[config.mk]
export PLATFORM = sky130hd
export DESIGN_NAME = dma_run_ctrl
export DESIGN_NICKNAME = d
export VERILOG_FILES = /design/src/rtl/dma_run_pkg.sv /design/src/rtl/dma_ptr_regs.sv /design/src/rtl/dma_run_seq.sv /design/src/rtl/dma_run_ctrl.sv
export SDC_FILE = /design/constraint.sdc
export NUM_CORES = 1
export LEC_CHECK = 0
export BUFFER_PORTS_ARGS = -buffer_cell sky130_fd_sc_hd__buf_2
export CAP_MARGIN = 20
export CORE_AREA = 3 3 184 186
export DETAILED_ROUTE_END_ITERATION = 12
export DIE_AREA = 0 0 187 189
export PLACE_DENSITY = 0.61
export SLEW_MARGIN = 20
export SYNTH_ARGS = -nofsm -noshare
export SYNTH_HDL_FRONTEND = slang
export SYNTH_SLANG_ARGS = --single-unit
[constraint.sdc]
create_clock -name clk -period 6.12 [get_ports clk]
set_input_delay 0.612 -clock clk [delete_from_list [all_inputs] [get_ports clk]]
set_output_delay 0.612 -clock clk [all_outputs]
set_load 0.01 [all_outputs]
[src/rtl/dma_run_pkg.sv]
package dma_run_pkg;

    typedef enum logic [1:0] {
        ST_OFF   = 2'd0,
        ST_RUN   = 2'd1,
        ST_PAUSE = 2'd2,
        ST_FAULT = 2'd3
    } chan_state_e;

    typedef enum logic [2:0] {
        PH_IDLE      = 3'd0,
        PH_DST_FETCH = 3'd1,
        PH_SRC_FETCH = 3'd2,
        PH_XFER      = 3'd3,
        PH_LINK      = 3'd4
    } phase_e;

    localparam logic [1:0] CMD_HALT = 2'd1;
    localparam logic [1:0] CMD_STOP = 2'd2;

    // Control fields captured from a fetched source descriptor
    typedef struct packed {
        logic [1:0] cmd;
        logic       linked;
        logic       intr;
    } desc_ctl_t;

    // Pointer update operations, at most one per cycle
    typedef struct packed {
        logic ld_start;
        logic adv_lin;
        logic ld_link;
    } ptr_op_t;

    function automatic chan_state_e report_state(phase_e ph, logic parked, logic err);
        if (err)
            return ST_FAULT;
        else if (ph != PH_IDLE)
            return ST_RUN;
        else if (parked)
            return ST_PAUSE;
        return ST_OFF;
    endfunction

endpackage

[src/rtl/dma_ptr_regs.sv]
module dma_ptr_regs
    import dma_run_pkg::*;
#(
    parameter int ADDR_W     = 64,
    parameter int DESC_BYTES = 16
) (
    input  logic              clk,
    input  logic              rst,
    input  ptr_op_t           op,
    input  logic [ADDR_W-1:0] src_start_i,
    input  logic [ADDR_W-1:0] dst_start_i,
    input  logic [ADDR_W-1:0] link_ptr_i,
    output logic [ADDR_W-1:0] src_o,
    output logic [ADDR_W-1:0] dst_o,
    output logic [ADDR_W-1:0] link_addr_o,
    output logic              src_ok_o,
    output logic              dst_ok_o
);
    localparam int              ALIGN_W = $clog2(DESC_BYTES);
    localparam logic [ADDR_W-1:0] STEP  = ADDR_W'(DESC_BYTES);

    logic [ADDR_W-1:0] src_q, dst_q;

    always_ff @(posedge clk) begin
        if (rst) begin
            src_q <= '0;
            dst_q <= '0;
        end else if (op.ld_start) begin
            src_q <= src_start_i;
            dst_q <= dst_start_i;
        end else if (op.adv_lin) begin
            src_q <= src_q + STEP;
        end else if (op.ld_link) begin
            src_q <= link_ptr_i;
        end
    end

    assign src_o       = src_q;
    assign dst_o       = dst_q;
    assign link_addr_o = src_q + STEP;
    assign src_ok_o    = (src_q[ALIGN_W-1:0] == '0);
    assign dst_ok_o    = (dst_q[ALIGN_W-1:0] == '0);

    // the sequencer never asks for two pointer updates at once
    p_one_op_r4: assert property (@(posedge clk) disable iff (rst)
        $onehot0({op.ld_start, op.adv_lin, op.ld_link}));

    // a linear advance moves the source pointer by one descriptor
    p_lin_step_r8: assert property (@(posedge clk) disable iff (rst)
        op.adv_lin |=> (src_q == $past(src_q) + STEP));

endmodule

[src/rtl/dma_run_seq.sv]
module dma_run_seq
    import dma_run_pkg::*;
(
    input  logic      clk,
    input  logic      rst,
    input  logic      ctl_wr_i,
    input  logic      ctl_en_i,
    input  logic      ctl_cont_i,
    input  logic      ctl_cont_start_i,
    input  logic      ptr_mem_i,
    input  logic      reg_intr_i,
    input  logic      fetch_done_i,
    input  desc_ctl_t fetch_ctl_i,
    input  logic      xfer_done_i,
    input  logic      link_done_i,
    input  logic      src_ok_i,
    input  logic      dst_ok_i,
    output phase_e    ph_o,
    output logic      parked_o,
    output logic      err_o,
    output logic      en_o,
    output logic      pause_evt_o,
    output logic      err_evt_o,
    output logic      irq_evt_o,
    output ptr_op_t   op_o
);
    phase_e    ph_q, ph_n;
    logic      parked_q, parked_n;
    logic      err_q, err_n;
    logic      en_q, en_n;
    logic      mode_q, mode_n;
    desc_ctl_t dctl_q, dctl_n;
    logic      pause_q, pause_n;
    logic      errp_q, errp_n;
    logic      irq_q, irq_n;
    ptr_op_t   op;

    always_comb begin
        ph_n     = ph_q;
        parked_n = parked_q;
        err_n    = err_q;
        en_n     = en_q;
        mode_n   = mode_q;
        dctl_n   = dctl_q;
        pause_n  = 1'b0;
        errp_n   = 1'b0;
        irq_n    = 1'b0;
        op       = '0;
        case (ph_q)
            PH_IDLE: begin
                if (ctl_wr_i) begin
                    en_n = ctl_en_i;
                    if (ctl_en_i) begin
                        err_n    = 1'b0;
                        parked_n = 1'b0;
                        mode_n   = ptr_mem_i;
                        if (parked_q && ctl_cont_i && !ctl_cont_start_i && ptr_mem_i) begin
                            // resume past the halted descriptor
                            if (dctl_q.linked) begin
                                ph_n = PH_LINK;
                            end else begin
                                op.adv_lin = 1'b1;
                                ph_n       = PH_SRC_FETCH;
                            end
                        end else begin
                            op.ld_start = 1'b1;
                            ph_n        = ptr_mem_i ? PH_DST_FETCH : PH_XFER;
                        end
                    end else if (parked_q && ctl_cont_i) begin
                        parked_n = 1'b0;
                    end
                end
            end
            PH_DST_FETCH: begin
                if (!dst_ok_i) begin
                    ph_n   = PH_IDLE;
                    err_n  = 1'b1;
                    errp_n = 1'b1;
                end else if (fetch_done_i) begin
                    ph_n = PH_SRC_FETCH;
                end
            end
            PH_SRC_FETCH: begin
                if (!src_ok_i) begin
                    ph_n   = PH_IDLE;
                    err_n  = 1'b1;
                    errp_n = 1'b1;
                end else if (fetch_done_i) begin
                    dctl_n = fetch_ctl_i;
                    ph_n   = PH_XFER;
                end
            end
            PH_XFER: begin
                if (xfer_done_i) begin
                    irq_n = mode_q ? dctl_q.intr : reg_intr_i;
                    if (!mode_q || dctl_q.cmd == CMD_STOP) begin
                        en_n = 1'b0;
                        ph_n = PH_IDLE;
                    end else if (dctl_q.cmd == CMD_HALT) begin
                        parked_n = 1'b1;
                        pause_n  = 1'b1;
                        ph_n     = PH_IDLE;
                    end else if (dctl_q.linked) begin
                        ph_n = PH_LINK;
                    end else begin
                        op.adv_lin = 1'b1;
                        ph_n       = PH_SRC_FETCH;
                    end
                end
            end
            PH_LINK: begin
                if (link_done_i) begin
                    op.ld_link = 1'b1;
                    ph_n       = PH_SRC_FETCH;
                end
            end
            default: ph_n = PH_IDLE;
        endcase
    end

    always_ff @(posedge clk) begin
        if (rst) begin
            ph_q     <= PH_IDLE;
            parked_q <= 1'b0;
            err_q    <= 1'b0;
            en_q     <= 1'b0;
            mode_q   <= 1'b0;
            dctl_q   <= '0;
            pause_q  <= 1'b0;
            errp_q   <= 1'b0;
            irq_q    <= 1'b0;
        end else begin
            ph_q     <= ph_n;
            parked_q <= parked_n;
            err_q    <= err_n;
            en_q     <= en_n;
            mode_q   <= mode_n;
            dctl_q   <= dctl_n;
            pause_q  <= pause_n;
            errp_q   <= errp_n;
            irq_q    <= irq_n;
        end
    end

    assign ph_o        = ph_q;
    assign parked_o    = parked_q;
    assign err_o       = err_q;
    assign en_o        = en_q;
    assign pause_evt_o = pause_q;
    assign err_evt_o   = errp_q;
    assign irq_evt_o   = irq_q;
    assign op_o        = op;

    // a stop descriptor ends the run and drops enable
    p_stop_ends_r6: assert property (@(posedge clk) disable iff (rst)
        (ph_q == PH_XFER && xfer_done_i && mode_q && dctl_q.cmd == CMD_STOP)
        |=> (ph_q == PH_IDLE && !en_q));

    // a halt descriptor parks the channel with a pause event
    p_halt_parks_r7: assert property (@(posedge clk) disable iff (rst)
        (ph_q == PH_XFER && xfer_done_i && mode_q && dctl_q.cmd == CMD_HALT)
        |=> (parked_q && pause_q && en_q && ph_q == PH_IDLE));

    // register mode finishes after its single transfer
    p_reg_single_r5: assert property (@(posedge clk) disable iff (rst)
        (ph_q == PH_XFER && xfer_done_i && !mode_q) |=> (ph_q == PH_IDLE && !en_q));

    // while busy, enable changes only through a completed transfer
    p_busy_hold_r13: assert property (@(posedge clk) disable iff (rst)
        (ph_q != PH_IDLE && !(ph_q == PH_XFER && xfer_done_i)) |=> $stable(en_q));

endmodule

[src/rtl/dma_run_ctrl.sv]
module dma_run_ctrl
    import dma_run_pkg::*;
#(
    parameter int ADDR_W     = 64,
    parameter int DESC_BYTES = 16
) (
    input  logic              clk,
    input  logic              rst,
    input  logic              ctl_wr_i,
    input  logic              ctl_en_i,
    input  logic              ctl_cont_i,
    input  logic              ctl_cont_start_i,
    input  logic              ptr_mem_i,
    input  logic              reg_intr_i,
    input  logic [ADDR_W-1:0] src_start_i,
    input  logic [ADDR_W-1:0] dst_start_i,
    output logic              fetch_req_o,
    output logic              fetch_sel_o,
    output logic [ADDR_W-1:0] fetch_addr_o,
    input  logic              fetch_done_i,
    input  logic [1:0]        fetch_cmd_i,
    input  logic              fetch_linked_i,
    input  logic              fetch_intr_i,
    output logic              xfer_req_o,
    input  logic              xfer_done_i,
    output logic              link_req_o,
    output logic [ADDR_W-1:0] link_addr_o,
    input  logic              link_done_i,
    input  logic [ADDR_W-1:0] link_ptr_i,
    output logic [1:0]        state_o,
    output logic              en_o,
    output logic [ADDR_W-1:0] src_ptr_o,
    output logic [ADDR_W-1:0] dst_ptr_o,
    output logic              pause_evt_o,
    output logic              err_evt_o,
    output logic              desc_irq_o
);
    phase_e            ph;
    logic              parked, err;
    ptr_op_t           op;
    desc_ctl_t         fetch_ctl;
    logic              src_ok, dst_ok;
    logic [ADDR_W-1:0] src_ptr, dst_ptr;

    assign fetch_ctl = '{cmd: fetch_cmd_i, linked: fetch_linked_i, intr: fetch_intr_i};

    dma_run_seq u_seq (
        .clk              (clk),
        .rst              (rst),
        .ctl_wr_i         (ctl_wr_i),
        .ctl_en_i         (ctl_en_i),
        .ctl_cont_i       (ctl_cont_i),
        .ctl_cont_start_i (ctl_cont_start_i),
        .ptr_mem_i        (ptr_mem_i),
        .reg_intr_i       (reg_intr_i),
        .fetch_done_i     (fetch_done_i),
        .fetch_ctl_i      (fetch_ctl),
        .xfer_done_i      (xfer_done_i),
        .link_done_i      (link_done_i),
        .src_ok_i         (src_ok),
        .dst_ok_i         (dst_ok),
        .ph_o             (ph),
        .parked_o         (parked),
        .err_o            (err),
        .en_o             (en_o),
        .pause_evt_o      (pause_evt_o),
        .err_evt_o        (err_evt_o),
        .irq_evt_o        (desc_irq_o),
        .op_o             (op)
    );

    dma_ptr_regs #(
        .ADDR_W     (ADDR_W),
        .DESC_BYTES (DESC_BYTES)
    ) u_ptr (
        .clk         (clk),
        .rst         (rst),
        .op          (op),
        .src_start_i (src_start_i),
        .dst_start_i (dst_start_i),
        .link_ptr_i  (link_ptr_i),
        .src_o       (src_ptr),
        .dst_o       (dst_ptr),
        .link_addr_o (link_addr_o),
        .src_ok_o    (src_ok),
        .dst_ok_o    (dst_ok)
    );

    assign fetch_sel_o  = (ph == PH_DST_FETCH);
    assign fetch_req_o  = (ph == PH_DST_FETCH && dst_ok) || (ph == PH_SRC_FETCH && src_ok);
    assign fetch_addr_o = fetch_sel_o ? dst_ptr : src_ptr;
    assign xfer_req_o   = (ph == PH_XFER);
    assign link_req_o   = (ph == PH_LINK);
    assign state_o      = report_state(ph, parked, err);
    assign src_ptr_o    = src_ptr;
    assign dst_ptr_o    = dst_ptr;

    // requests are mutually exclusive
    p_one_req_r4: assert property (@(posedge clk) disable iff (rst)
        $onehot0({fetch_req_o, xfer_req_o, link_req_o}));

    // a transfer starts only after a source fetch or a register-mode start
    p_xfer_after_fetch_r4: assert property (@(posedge clk) disable iff (rst)
        $rose(xfer_req_o) |->
            ($past(fetch_done_i && fetch_req_o && !fetch_sel_o) || $past(ctl_wr_i)));

    // a running cycle with no request is a refused fetch and leads to fault
    p_bad_ptr_fault_r10: assert property (@(posedge clk) disable iff (rst)
        (state_o == 2'd1 && !fetch_req_o && !xfer_req_o && !link_req_o)
        |=> (state_o == 2'd3 && err_evt_o));

    // fault and paused are never reported while a request is pending
    p_idle_no_req_r2: assert property (@(posedge clk) disable iff (rst)
        (state_o != 2'd1) |-> !(fetch_req_o || xfer_req_o || link_req_o));

endmodule

* After elaboration in Yosys (flattened, before gate mapping) *
Cells that the tools add are included.

word-level totals
  register bits = 142
  latch bits = 0
  RAM bits = 0
  memory bits (read-only) = 0
  input bits = 207
  output and inout bits = 266
  word-level logic and storage cells = 116
  memories kept = 0

operators by class
  add/subtract/negate cells = 1
  $mul = 0
  divide/modulo/power cells = 0
  order comparisons = 0
  eq/ne operators = 18
  shift-type cells = 0
  mux-type cells = 58
  bitwise gates (word level) = 2
  reductions and logical operators = 24

operator list
  kind                     number
  $mux W64                 4
  $add A64 B5 Y64 const B  1
  $mux W3                  12
  $mux W1                  29
  $pmux W3 S5              1
  $mux W2                  7
  $reduce_and A6 Y1        2
  $ne A2 B2 Y1 const B     5
  $reduce_bool A3 Y1       3
  $logic_not A4 Y1         2
  $ne A2 B1 Y1 const B     4
  $pmux W1 S2              4
  $eq A3 B2 Y1 const B     2
  $ne A3 B3 Y1 const B     2
  $reduce_and A3 Y1        2
  $logic_and A1 B1 Y1      5
  $reduce_and A5 Y1        1
  $reduce_and A4 Y1        1
  $reduce_or A4 Y1         1
  $eq A3 B1 Y1 const B     1
  $eq A3 B3 Y1 const B     1
  $logic_not A3 Y1         1
  $ne A3 B2 Y1 const B     1
  $pmux W1 S3              1
  7 further kinds          10

* Depth between registers and ports, before layout *
Gate-level depths: netlist (run 1).

  word-level depth = 9
  gate-level depth with buffers = 9
  depth with buffers taken out = 7

* By module *
A second synthesis (run 1) with hierarchy kept.

second synthesis, totals
  cell total of the unflattened synthesis = 992
  area, all modules = 8,713.4 um^2

by module, submodules not included
  module        instances  cells an instance  area each (um^2)  seq. area each (um^2)
  dma_ptr_regs  1          816                6,961.7           2,562.5
  dma_run_ctrl  1          80                 879.6             0.0
  dma_run_seq   1          96                 872.1             280.3

* Worst setup path after synthesis (run 1) *
No wires, ideal clock.

  path kind = register to output
  from = register u_ptr.src_q[5] (netlist: u_ptr.src_o[5])
  to = output port link_addr_o[56]
  arrival time = 2.377 ns
  data required time = 5.508 ns
  slack = 3.131 ns
  cell stages (with the launch flop) = 8
  buffers on the path = 1
  cell sequence = dfxtp_1 > ha_1 > inv_1 > or4_1 > clkbuf_1 > nor4_1 > nand4_1 > xnor2_1

between the ends
  longest elaborated chain between the ends = 1

ends and longest elaborated chain
  what                    RTL line            RTL
  from (decl)             dma_ptr_regs.sv:22  logic [ADDR_W-1:0] src_q, dst_q;
  from (signal assigned)  dma_ptr_regs.sv:29  src_q <= src_start_i;
  from (signal assigned)  dma_ptr_regs.sv:32  src_q <= src_q + STEP;
  from (signal assigned)  dma_ptr_regs.sv:34  src_q <= link_ptr_i;
  $add A64 B5 Y64         dma_ptr_regs.sv:40  assign link_addr_o = src_q + STEP;
  to (decl)               dma_run_ctrl.sv:27  output logic [ADDR_W-1:0] link_addr_o,

Every way passes these cells.

* Worst setup path in the final report (run 1) *
  from = register u_ptr.src_q[16] (netlist: u_ptr.src_o[16])
  to = output port link_addr_o[58]

The elaborated chain is that of the path after synthesis.

==> results.yml, run 1 <==
power:
  finalPower_mw: 3.888
  power.leakage_nw: 5.414
  vdd_drop_max_mv: 0.1807
  power_density_nw_per_um2: 326.0
synthesis:
  synth_async_sr_flop_share_pct: 0
  ys_seq_area_share_pct: 33.45
  yosysUniqueCellTypes: 67
  synth_top_area_cell: "dfxtp_1"
  yosysTopAreaCellShare_pct: 33.45
  synth_nets: 1350
  yosys_warnings: 0
  synth-edff-count: 0
  synth_ff_type: "dfxtp_1"
  syn_avg_cell_area_um2: 7.441
  ys_top_cells_by_area: "dfxtp_1 (33%), nand2_1 (10%), a21oi_1 (5.5%)"
  netlist_instances: 1142
  netlist_area_um2: 8498
  synth-seq-cells: 142
worst_setup_path:
  crit_type: "reg -> out"
  worstPathMaxFanout: 11
  rrSetupSlack_ns: 2.71
  arrival_ns: 3.72
  start_kind: "flop"
  r2r_start: "u_seq.ph_o[2]"
  ff2ff_path_depth: 7
  r2r-end: "u_ptr.src_o[29]"
  end_kind: "output port"
  required_ns: 5.51
final_layout:
  multiInputGateArea_um2: 5238
  syn2layout_area_growth_pct: 40.34
  nNetsFinal: 1766
  final_area_um2: 11930
  regArea_um2: 2843
  finish.utilization_pct: 36.75
  drive_gt1_share_pct: 37.11
  finalNonFillerCells: 2015
  fill_cells: 3460
clock_network:
  cts_resized: 0
  ctsHtreeMaxLevel: 4
  cts_inserted_buffers: 17
  path_clk_slew_ns: 0.07
  cts_buffer_depth: 2
  cts_root_buffer: "clkbuf_16"
  cts_hold_repair.buffers: 0
  cts_tree: "yes"
  clock_latency_ns: 0.44
  cts_sinks: 142
  cts_setup_buffers: 0
timing:
  fmax_mhz: 231.0
  setup_violations: 0
  min_period_ns: 4.329
  fin_setup_tns_ns: 0
  grt_setup_unrepaired: "false"
  holdWs_ns: 0.4040
  clock_skew_ns: 0.01161
  slew_viol_final: 0
  hold_viol: 0
  fin_ws_ns: 1.791
  tightest_slew_ns: 1.040
  slew_headroom_pct: 30.07
  period_share_pct: 70.73
placed_design:
  place_inst: 1980
  place_area_um2: 11250
  hpwl_um: 34550
  gp_congestion: 0.9520
  port_buffers: 472
  post-place-ws_ns: 2.247
floorplan:
  fp.dieW_um: 187
  core_um2: 32450
  die_area_um2: 35340
  num_rows: 66
  die_h_um: 189
  start_util_pct: 26.19
  ioPinCount: 473
grt:
  grt_use_met3_pct: 6.443
  grt_pass1_wl_um: 66180
  grt_usage_pct: 24.76
  grt_overflow_total: 0
  antenna_found_initial: 2
  grt_pass1_vias: 10190
  grt_use_met1_pct: 30.01
  grt_max_degree: 69
  grt-busiest-layer: "met2"
  use_met2_pct: 42.31
detailed_routing:
  wl_per_cell_um: 22.67
  avgViaCountPerCell: 5.216
  drc: 0
  dr.pass1.iters: 5
  ant_nets: 0
  num_vias: 10510
  drt-initial-drc-count: 639
  routed_wl_um: 45680
hold_path:
  worstHoldEndpoint: "u_ptr.dst_o[53]"
  holdPathStages: 3
  hold_start: "dst_start_i[53]"
  hp-class: "in -> reg"
run:
  maxCapViolCount: 0
status:
  outcome: "completed"
worst max-delay path: stages (launching register included):
cell     delay [ns]
dfxtp_1        0.45
nand4_1        0.24
or4_1          0.81
nor4_1         0.93
nand4_1        0.29
xnor2_1        0.35
buf_2          0.20
cell type report:
cell class                 count  share of cell area (%)
clock buffer                  24                   4.375
timing repair buffer         489                   20.88
sequential                   142                   23.84
multi-input combinational    874                   43.92
tap                          442                   4.637
inverter                      34                   1.070
clock inverter                 8                   1.248
antenna                        2                 0.04196
layout by cell type, fill, tap and decap left out, types with 6 or more instances in the layout:
cell	instances
buf_2	471
nand2_1	231
dfxtp_1	142
a21oi_1	92
o21ai_0	80
nor2_1	73
xnor2_1	44
mux2_2	38
inv_1	34
nor3_1	26
nand3_1	24
a22oi_1	20
a31oi_1	18
nand4_1	17
clkbuf_16	17
buf_4	17
nor4_1	16
xor2_1	15
o32ai_1	13
a221oi_1	12
a22o_1	11
a211oi_1	11
or4_1	10
a311oi_1	10
a21o_1	9
o21a_1	8
clkbuf_8	7
and3_1	6
routing by layer:
| layer | routed length (um) | share of wire (%) | vias up |
|---|---|---|---|
| li1 | - | - | 4931 |
| met5 | 0 | 0 | - |
| met1 | 18780 | 41 | 5013 |
| met4 | 1433 | 3.1 | 0 |
| met2 | 21960 | 48 | 510 |
| met3 | 3505 | 7.7 | 56 |
sequential cells by signal, indices dropped and copies added (netlist names):
| register | count |
|---|---|
| u_ptr.dst_o | 64 |
| u_ptr.src_o | 64 |
| u_seq.dctl_q | 4 |
| u_seq.en_o | 1 |
| u_seq.err_evt_o | 1 |
| u_seq.err_o | 1 |
| u_seq.irq_evt_o | 1 |
| u_seq.mode_q | 1 |
| u_seq.parked_o | 1 |
| u_seq.pause_evt_o | 1 |
| u_seq.ph_o | 3 |
synthesized netlist by cell type (all sizes together) (11+ instances only):
cell / instances
o32ai: 13
dfxtp: 142
xor2: 15
nand2: 233
a22o: 11
nor2: 73
nand4: 18
xnor2: 44
a22oi: 20
or4: 11
a31oi: 18
buf: 15
nand3: 25
nor3: 29
nor4: 20
o21ai: 81
a211oi: 11
mux2: 38
clkbuf: 77
a21oi: 94
inv: 34
a221oi: 13
how the worst max path moves through the flow:
stage / cells past startpoint / from / to
floorplan: 7 / u_ptr.src_o[5] / link_addr_o[56]
global placement: 6 / u_ptr.src_o[30] / link_addr_o[60]
detailed placement: 6 / u_ptr.src_o[30] / link_addr_o[60]
CTS: 6 / u_ptr.src_o[10] / link_addr_o[60]
global route: 6 / u_ptr.src_o[16] / link_addr_o[58]
finish: 6 / u_ptr.src_o[16] / link_addr_o[58]
power by group:
group	switching [mW]	leakage, nW	internal (mW)
Combinational	0.875	3.93	0.551
Sequential	0.199	1.16	1.06
Clock	0.442	0.325	0.760
Total	1.52	5.41	2.37
logic make-up after synthesis:
logic type      synth area share (%)
simple gates                   24.13
compound gates                 24.72
flops                          33.45
buf+inv                        5.845
xor+xnor                       6.081
mux                            5.624
fa+ha+maj                     0.1472
No activity file was read; power rests on OpenSTA's default activity.
==> run 2, diff against run 1 <==
ABC_AREA = 1   (was unset)
CORE_AREA = 3 3 185 187   (was 3 3 184 186)
DIE_AREA = 0 0 188 190   (was 0 0 187 189)
PLACE_DENSITY = 0.62   (was 0.61)
clock period = 4.3 ns   (was 6.12 ns; I/O delays follow)
==> run 2 against run 1 <==
  * Clock power rose by 18%
  * Synthesized cell count rose by 36%
  * Critical path depth rose by 3
  * Highest routed layer is now met5
  * Global-route usage rose by 1.5 points
  * Die area rose by 1.1%
  * First-iteration DRC count rose by 14%
  * Worst hold slack got worse by 0.19 ns
  * Flip-flop and latch count did not move
  * Setup slack got worse by 0.80 ns
  * Power rose by 51%
  * Routed wire length rose by 6.0%
==> results.yml, run 2 <==
timing:
  grt_setup_unrepaired: "false"
  period_share_pct: 76.92
  hold_viol: 0
  fmax_mhz: 302.3
  slew_headroom_pct: 35.64
  tightest_slew_ns: 0.9655
  slew_viol_final: 0
  setup_violations: 0
  fin_setup_tns_ns: 0
  fin_ws_ns: 0.9923
  min_period_ns: 3.308
  clock_skew_ns: 0.02221
  holdWs_ns: 0.2187
synthesis:
  synth_top_area_cell: "dfxtp_1"
  ys_top_cells_by_area: "dfxtp_1 (31%), nand2_1 (19%), nor2_1 (13%)"
  synth_async_sr_flop_share_pct: 0
  synth-seq-cells: 142
  syn_avg_cell_area_um2: 5.851
  yosysTopAreaCellShare_pct: 31.20
  yosysMostFrequentCell: "nand2_1"
  synth_nets: 1765
  ys_seq_area_share_pct: 31.20
  synth_ff_type: "dfxtp_1"
  yosysUniqueCellTypes: 34
  synth-edff-count: 0
  synth_common_cells: "nand2_1 (464), nor2_1 (316), o21ai_0 (185)"
  yosys_warnings: 0
  netlist_instances: 1557
  netlist_area_um2: 9110
detailed_routing:
  drc: 0
  wl_met2_um: 22800
  wl_per_cell_um: 19.80
  dr.pass1.iters: 5
  drt-initial-drc-count: 730
  ant_nets: 0
  wl_met3_um: 3193
  top_layer: "met5"
  avgViaCountPerCell: 4.843
  routed_wl_um: 48400
  num_vias: 11840
  wl_met1_um: 21200
grt:
  grt_pass1_vias: 11460
  antenna_found_initial: 9
  grt_usage_pct: 26.24
  grt_overflow_total: 0
  grt_pass1_wl_um: 70800
  grt_max_degree: 99
floorplan:
  start_util_pct: 27.93
  fp.dieW_um: 188
  die_h_um: 190
  core_um2: 32620
  die_area_um2: 35720
  num_rows: 66
  ioPinCount: 473
clock_network:
  clock_latency_ns: 0.46
  path_clk_slew_ns: 0.07
  cts_resized: 0
  cts_tree: "yes"
  cts_inserted_buffers: 17
  cts_sinks: 142
  cts_root_buffer: "clkbuf_16"
  cts_setup_buffers: 0
  cts_buffer_depth: 2
  ctsHtreeMaxLevel: 4
  cts_hold_repair.buffers: 0
final_layout:
  drive_gt1_share_pct: 27.40
  layout_commonest_cell: "buf_2"
  fill_cells: 3671
  regArea_um2: 2843
  finalNonFillerCells: 2445
  syn2layout_area_growth_pct: 34.99
  nNetsFinal: 2191
  multiInputGateArea_um2: 5499
  final_area_um2: 12300
  finish.utilization_pct: 37.70
  final_cell_mix: "buf_2 (472), nand2_1 (463), nor2_1 (316)"
power:
  switching_share_pct: 45.83
  vdd_drop_max_mv: 0.2629
  finalPower_mw: 5.863
  intPower_mw: 3.176
  power_density_nw_per_um2: 476.8
  power.leakage_nw: 5.969
  combPwrFrac_pct: 42.7
  power_frac_seq_pct: 33.1
  pwr-share-clk_pct: 24.3
  p_switching_mw: 2.687
worst_setup_path:
  worstPathMaxFanout: 6
  ff2ff_path_depth: 10
  slowest_stage: "dfxtp_1"
  start_kind: "flop"
  end_kind: "output port"
  rrSetupSlack_ns: 1.70
  r2r-end: "u_ptr.src_o[31]"
  worstSetupStartpoint: "u_ptr.src_o[5]"
  r2r_start: "u_seq.ph_o[2]"
  crit_type: "reg -> out"
  arrival_ns: 2.88
  required_ns: 3.87
  slowest_delay_ns: 0.49
  worstPathCellList: "ha_1 -> nand3_2 -> nor2_2 -> nand3_1 -> nor2_2 -> nand3_1 -> nand2_1 -> and2_1 -> buf_2"
  critPathCapture: "link_addr_o[58]"
hold_path:
  hp-class: "in -> reg"
  hold_start: "fetch_intr_i"
placed_design:
  hpwl_um: 38300
  port_buffers: 472
  post-place-ws_ns: 1.487
  place_inst: 2406
  place_area_um2: 11750
  gp_congestion: 0.9375
run:
  maxCapViolCount: 0
status:
  outcome: "completed"
==> run 2: critical path, delay by kind of cell (launching register included) <==
family        cells  cell delay [ns]
fa+ha+maj         1             0.35
buf+inv           1             0.14
flops             1             0.49
simple gates      7             1.44
==> run 2: layout make-up <==
class	instances	area share, %
clock buffers	19	3.602
diodes	7	0.1424
repair buffers	483	19.88
well taps	442	4.497
flip-flops and latches	142	23.12
inverters	107	3.307
multi-input cells	1232	44.71
clock inverters	13	0.7427
==> run 2: cells by family after synthesis <==
group | Yosys count | share of synthesized area [%]
compound gates | 325 | 18.58
xor+xnor | 20 | 2.005
fa+ha+maj | 1 | 0.1373
buf+inv | 183 | 8.529
flops | 142 | 31.20
simple gates | 886 | 39.54
==> run 2: power groups by stage <==
stage	Sequential (mW)	Clock [mW]	Combinational, mW
after floorplan	1.93	0	1.36
after global placement	1.95	0	2.49
after detailed placement	1.96	0	2.51
after CTS	1.93	1.45	2.52
after global routing	1.97	1.50	2.78
final	1.94	1.42	2.50
==> run 2: worst min-delay path by stage <==
| stage | to | slack (ns) | depth (start not counted) |
|---|---|---|---|
| 2_1_floorplan | u_seq.irq_evt_o | 0.43 | 2 |
| 3_3_place_gp | u_seq.en_o | 0.46 | 2 |
| 3_5_place_dp | u_seq.irq_evt_o | 0.47 | 2 |
| 4_1_cts | u_seq.dctl_q[0] | 0.18 | 3 |
| 5_1_grt | u_seq.dctl_q[0] | 0.21 | 3 |
| 6_report | u_seq.dctl_q[0] | 0.22 | 3 |
==> run 2: routing by layer <==
metal  vias to the layer above  track usage (%)
li1                       5839                -
met1                      5458            33.59
met2                       478            44.16
met3                        59            5.620
met4                         6            8.398
met5                         -                0
